<file path="src/rtl/hzd_pkg.sv">
package hzd_pkg;

  typedef enum logic [1:0] {
    CLS_LOGIC = 2'b00,
    CLS_ARITH = 2'b01,
    CLS_LOAD  = 2'b10
  } op_cls_e;

  // Select encoding: 0 register file, 1..4 = EX1..WB.
  localparam int SEL_W = 3;

  // Is the result of a producer of class cls available at the end of
  // shadow stage stg (0 = EX1, 1 = EX2, 2 = MEM, 3 = WB)?
  function automatic logic result_ready(logic [1:0] cls, int stg);
    logic rdy;
    case (stg)
      0:       rdy = (cls == CLS_LOGIC);
      1:       rdy = (cls == CLS_LOGIC) || (cls == CLS_ARITH);
      default: rdy = 1'b1;
    endcase
    return rdy;
  endfunction

  // Shadow stage index to forwarding select code.
  function automatic logic [SEL_W-1:0] stage_sel(int stg);
    return SEL_W'(stg + 1);
  endfunction

endpackage

</file>
<file path="src/rtl/hzd_slot_pipe.sv">
module hzd_slot_pipe #(
  parameter int RIDX_W = 5,
  parameter int NSTG   = 4
) (
  input  logic                         clk,
  input  logic                         rst_n,
  input  logic                         load_en,
  input  logic [RIDX_W-1:0]            in_rd,
  input  logic                         in_wen,
  input  logic [1:0]                   in_cls,
  output logic [NSTG-1:0]              slot_wen,
  output logic [NSTG-1:0][RIDX_W-1:0]  slot_rd,
  output logic [NSTG-1:0][1:0]         slot_cls
);

  generate
    for (genvar g = 0; g < NSTG; g++) begin : g_stg
      logic              wen_q;
      logic [RIDX_W-1:0] rd_q;
      logic [1:0]        cls_q;

      if (g == 0) begin : g_head
        // EX1 entry: the issuing instruction, or a non-writing bubble.
        always_ff @(posedge clk) begin
          if (!rst_n) begin
            wen_q <= 1'b0;
            rd_q  <= '0;
            cls_q <= '0;
          end else begin
            wen_q <= load_en & in_wen;
            rd_q  <= in_rd;
            cls_q <= in_cls;
          end
        end
      end else begin : g_body
        always_ff @(posedge clk) begin
          if (!rst_n) begin
            wen_q <= 1'b0;
            rd_q  <= '0;
            cls_q <= '0;
          end else begin
            wen_q <= slot_wen[g-1];
            rd_q  <= slot_rd[g-1];
            cls_q <= slot_cls[g-1];
          end
        end
      end

      assign slot_wen[g] = wen_q;
      assign slot_rd[g]  = rd_q;
      assign slot_cls[g] = cls_q;
    end
  endgenerate

endmodule

</file>
<file path="src/rtl/hzd_operand_fwd.sv">
module hzd_operand_fwd
  import hzd_pkg::*;
#(
  parameter int RIDX_W = 5,
  parameter int NSTG   = 4
) (
  input  logic [RIDX_W-1:0]            src,
  input  logic [NSTG-1:0]              slot_wen,
  input  logic [NSTG-1:0][RIDX_W-1:0]  slot_rd,
  input  logic [NSTG-1:0][1:0]         slot_cls,
  output logic [SEL_W-1:0]             sel,
  output logic                         need_stall
);

  logic [NSTG-1:0] hit_vec;

  generate
    for (genvar g = 0; g < NSTG; g++) begin : g_cmp
      assign hit_vec[g] = slot_wen[g] && (src != '0) && (slot_rd[g] == src);
    end
  endgenerate

  // Walk oldest to youngest so the youngest match is the last one taken.
  always_comb begin
    sel        = '0;
    need_stall = 1'b0;
    for (int i = NSTG - 1; i >= 0; i--) begin
      if (hit_vec[i]) begin
        sel        = stage_sel(i);
        need_stall = !result_ready(slot_cls[i], i);
      end
    end
  end

endmodule

</file>
<file path="src/rtl/hzd_stall_ctl.sv">
module hzd_stall_ctl #(
  parameter int NOPS = 2
) (
  input  logic            reg_vld,
  input  logic [NOPS-1:0] op_need,
  output logic            stall,
  output logic            issue
);

  assign stall = reg_vld && (|op_need);
  assign issue = reg_vld && !stall;

endmodule

</file>
<file path="src/rtl/pipe_hazard_fwd.sv">
module pipe_hazard_fwd
  import hzd_pkg::*;
#(
  parameter int RIDX_W = 5
) (
  input  logic              clk,
  input  logic              rst_n,
  input  logic              reg_vld,
  input  logic [RIDX_W-1:0] reg_rd,
  input  logic              reg_wen,
  input  logic [1:0]        reg_cls,
  input  logic [RIDX_W-1:0] reg_rs1,
  input  logic [RIDX_W-1:0] reg_rs2,
  output logic              stall,
  output logic [2:0]        fwd_sel_a,
  output logic [2:0]        fwd_sel_b
);

  localparam int NSTG = 4;  // EX1, EX2, MEM, WB
  localparam int NOPS = 2;

  logic [NSTG-1:0]             slot_wen;
  logic [NSTG-1:0][RIDX_W-1:0] slot_rd;
  logic [NSTG-1:0][1:0]        slot_cls;

  logic [NOPS-1:0][RIDX_W-1:0] op_src;
  logic [NOPS-1:0][SEL_W-1:0]  op_sel;
  logic [NOPS-1:0]             op_need;

  // Named internal events for the checker.
  logic issue;
  logic ex1_wen;

  assign op_src[0] = reg_rs1;
  assign op_src[1] = reg_rs2;

  hzd_slot_pipe #(.RIDX_W(RIDX_W), .NSTG(NSTG)) u_slots (
    .clk      (clk),
    .rst_n    (rst_n),
    .load_en  (issue),
    .in_rd    (reg_rd),
    .in_wen   (reg_wen),
    .in_cls   (reg_cls),
    .slot_wen (slot_wen),
    .slot_rd  (slot_rd),
    .slot_cls (slot_cls)
  );

  generate
    for (genvar k = 0; k < NOPS; k++) begin : g_op
      hzd_operand_fwd #(.RIDX_W(RIDX_W), .NSTG(NSTG)) u_fwd (
        .src        (op_src[k]),
        .slot_wen   (slot_wen),
        .slot_rd    (slot_rd),
        .slot_cls   (slot_cls),
        .sel        (op_sel[k]),
        .need_stall (op_need[k])
      );
    end
  endgenerate

  hzd_stall_ctl #(.NOPS(NOPS)) u_ctl (
    .reg_vld (reg_vld),
    .op_need (op_need),
    .stall   (stall),
    .issue   (issue)
  );

  assign ex1_wen   = slot_wen[0];
  assign fwd_sel_a = op_sel[0];
  assign fwd_sel_b = op_sel[1];

endmodule

</file>
<file path="config.mk">
export PLATFORM = sky130hd
export DESIGN_NAME = pipe_hazard_fwd
export DESIGN_NICKNAME = d
export VERILOG_FILES = /design/src/rtl/hzd_pkg.sv /design/src/rtl/hzd_slot_pipe.sv /design/src/rtl/hzd_operand_fwd.sv /design/src/rtl/hzd_stall_ctl.sv /design/src/rtl/pipe_hazard_fwd.sv
export SDC_FILE = /design/constraint.sdc
export NUM_CORES = 1
export LEC_CHECK = 0
export BUFFER_PORTS_ARGS = -buffer_cell sky130_fd_sc_hd__buf_2
export CORE_ASPECT_RATIO = 0.75
export CORE_UTILIZATION = 30
export CTS_BUF_LIST = sky130_fd_sc_hd__clkbuf_4
export CTS_CLUSTER_DIAMETER = 200
export DETAILED_ROUTE_END_ITERATION = 16
export PLACE_DENSITY_LB_ADDON = 0.2
export SYNTH_ARGS = -nofsm -noshare
export SYNTH_HDL_FRONTEND = slang
export SYNTH_SLANG_ARGS = --single-unit
</file>
<file path="constraint.sdc">
create_clock -name clk -period 5.35 [get_ports clk]
set_clock_uncertainty 0.15 [all_clocks]
set_input_delay 0.535 -clock clk [delete_from_list [all_inputs] [get_ports clk]]
set_output_delay 0.535 -clock clk [all_outputs]
set_load 0.01 [all_outputs]
</file>
==> run summary <==
Status = finished, final reports clean
Clk root buf = clkbuf_4
Slowest stage cell, crit path = or4_4
Critical Path Source Type = primary input
Die X = 81.4 um
Max cap viols = 0
Core ar. = 0.00449 sq mm
Critical Path RT = 4.66 ns
Clock Latency Late Sink = 0.32 ns
Share of layout cells above drive strength 1 = 0.236
CP endpoint kind = primary output
RePlAce Congestion = 0.864
CTS tree = yes
First-pass DRT Iterations = 4
Final cell count without fillers = 218
TritonCTS buffer count = 3
GRT Resource Usage Total = 0.128
Final Critical Period = 2.75 ns
Max_slew headroom = 0.609
Yosys reg bits = 27
Area delta synth->final = 9.08%
# port buffers = 27
PostCTS Resize Cnt = 0
H-tree depth = 1
CP bufs+invs = 2
Sink Count = 27
Antenna diodes = 0
Placed instance count = 214
Setup-failing EPs final = 0
WP data arrival = 2.07 ns
Min-delay worst type = in2reg
Max Transition Viols Final = 0
Flop-to-flop setup slack = 3.52 ns
RSZ-0062 raised after global routing = no
First-pass GRT wire length = 4.61 mm
Fin. Hold Viols = 0
CP top delay family = simple AND/OR/NAND/NOR gates
# DRC = 0
Static leakage = 0.611 nW
Drt total wl = 2.96 mm
Syn avg cell area = 10.0 sq um
DR vias = 991
Post-CTS Hold Fix Bufs = 0
YS warnings = 0
Crit Path Max Fanout = 5
Die footprint = 0.00502 sq mm
Most frequent cells in the layout = and2_1, buf_2, dfxtp_1
Worst setup margin = 2.60 ns
Worst Max-Slew Pin Slew = 0.581 ns
Vias in the first global route = 904
Clock Tree Buf Depth = 2
DR iter-0 viols = 68
Tcrit/Tclk final = 0.514
Clock transition at path regs = 0.14 ns
Buffer count from post-CTS setup fixing = 0
Routed Antenna Nets = 0
Register area share after synthesis = 0.381
Total Neg Setup Slack = 0 ns
Critical path cell sequence = buf_2, or4_4, nor2_4, or4_4, a22o_1, a22o_1, buf_2
Largest stage delay, worst path = 0.57 ns
Starting Density = 0.316
Final nets = 183
Critical path class = in2out
Vias per inst = 4.55
Placement Setup Slack = 2.59 ns
WL/cell = 13.6 um
Peak VDD IR = 0.0000826 V
Row count = 21
Initial antenna violation count = 0
Post-Synthesis Cell Area = 0.00142 sq mm
PwrDens = 229 mW/mm^2
Synth Instances = 142
Number of I/O pins = 28
Largest net degree at the start of global routing = 28
Synth Net Count = 163
Fillers = 465
Die Ht = 61.6 um
Post-synth cell types = 26
Total gr overflow = 0
Hold_ws = 0.259 ns
Max Clock Freq = 364 MHz
[synthesized netlist by cell type, drive strengths merged]
| library cell | n | area share |
|---|---|---|
| clkbuf | 2 | 0.0053 |
| xor2 | 14 | 0.086 |
| nand3 | 1 | 0.0035 |
| and3 | 2 | 0.0088 |
| and2 | 27 | 0.12 |
| o21a | 1 | 0.0053 |
| a21oi | 1 | 0.0035 |
| nand4 | 8 | 0.035 |
| buf | 10 | 0.070 |
| nor4 | 5 | 0.022 |
| xnor2 | 26 | 0.16 |
| nor3 | 1 | 0.0035 |
| nor2 | 5 | 0.024 |
| or4 | 4 | 0.032 |
| nand2 | 1 | 0.0026 |
| o41ai | 1 | 0.0062 |
| a211oi | 1 | 0.0088 |
| nor2b | 1 | 0.0044 |
| dfxtp | 27 | 0.38 |
| inv | 1 | 0.0026 |
| o21ai | 1 | 0.0035 |
| a22o | 2 | 0.012 |
[cell families (layout without fill, tap and decap cells)]
logic type / count (synthesis) / count (layout) / synth area share
DFF: 27 / 27 / 0.381
buffers and inverters: 13 / 32 / 0.0784
and+or+nand+nor: 55 / 55 / 0.255
AOI/OAI and AO/OA: 7 / 7 / 0.0396
xor gates and xnor gates: 40 / 40 / 0.247
[layer usage]
metal  GRT usage  share of wire  vias to the layer above
li1            -              -                      502
met1       0.197           0.54                      457
met3      0.0430          0.071                        2
met4      0.0230         0.0054                        0
met5           0              0                        -
met2       0.168           0.38                       30
[power by group]
| group | total (mW) | internal [mW] | switching (mW) |
|---|---|---|---|
| Combinational | 0.0472 | 0.0237 | 0.0235 |
| Clock | 0.0929 | 0.0343 | 0.0587 |
| Sequential | 0.215 | 0.208 | 0.00664 |
[registers in the layout, summed over array words and instances (netlist names)]
| register | count |
|---|---|
| u_slots.g_stg.cls_q | 3 |
| u_slots.g_stg.rd_q | 20 |
| u_slots.g_stg.wen_q | 4 |
[final timing paths]
kind / from / endpoint / cells after the start
worst min-delay path: reg_rd[2] / u_slots.g_stg[0].rd_q[2] / 2
worst min register to register: u_slots.g_stg[1].cls_q[1] / u_slots.g_stg[0].wen_q / 1
worst max register to register: u_slots.g_stg[0].rd_q[2] / u_slots.g_stg[0].wen_q / 5
worst max-delay path: reg_rs2[3] / stall / 7
[final cells by class]
cell class / instances / area [sq um] / share of cell area
Inverter: 1 / 3.75 / 0.00242
Sequential cell: 27 / 541 / 0.349
Clock buffer: 4 / 30.0 / 0.0194
Timing Repair Buffer: 27 / 135 / 0.0872
Multi-Input combinational cell: 102 / 768 / 0.496
Tap cell: 57 / 71.3 / 0.0460
[stage by stage]
step	util	total power [mW]	area, sq um
after floorplan	-	0.258	1420
after global placement	0.338	0.267	1520
after detailed placement	0.338	0.266	1520
after CTS	0.345	0.360	1550
after global routing	0.345	0.372	1550
final	0.345	0.355	1550
(Power assumes the default switching activity.)
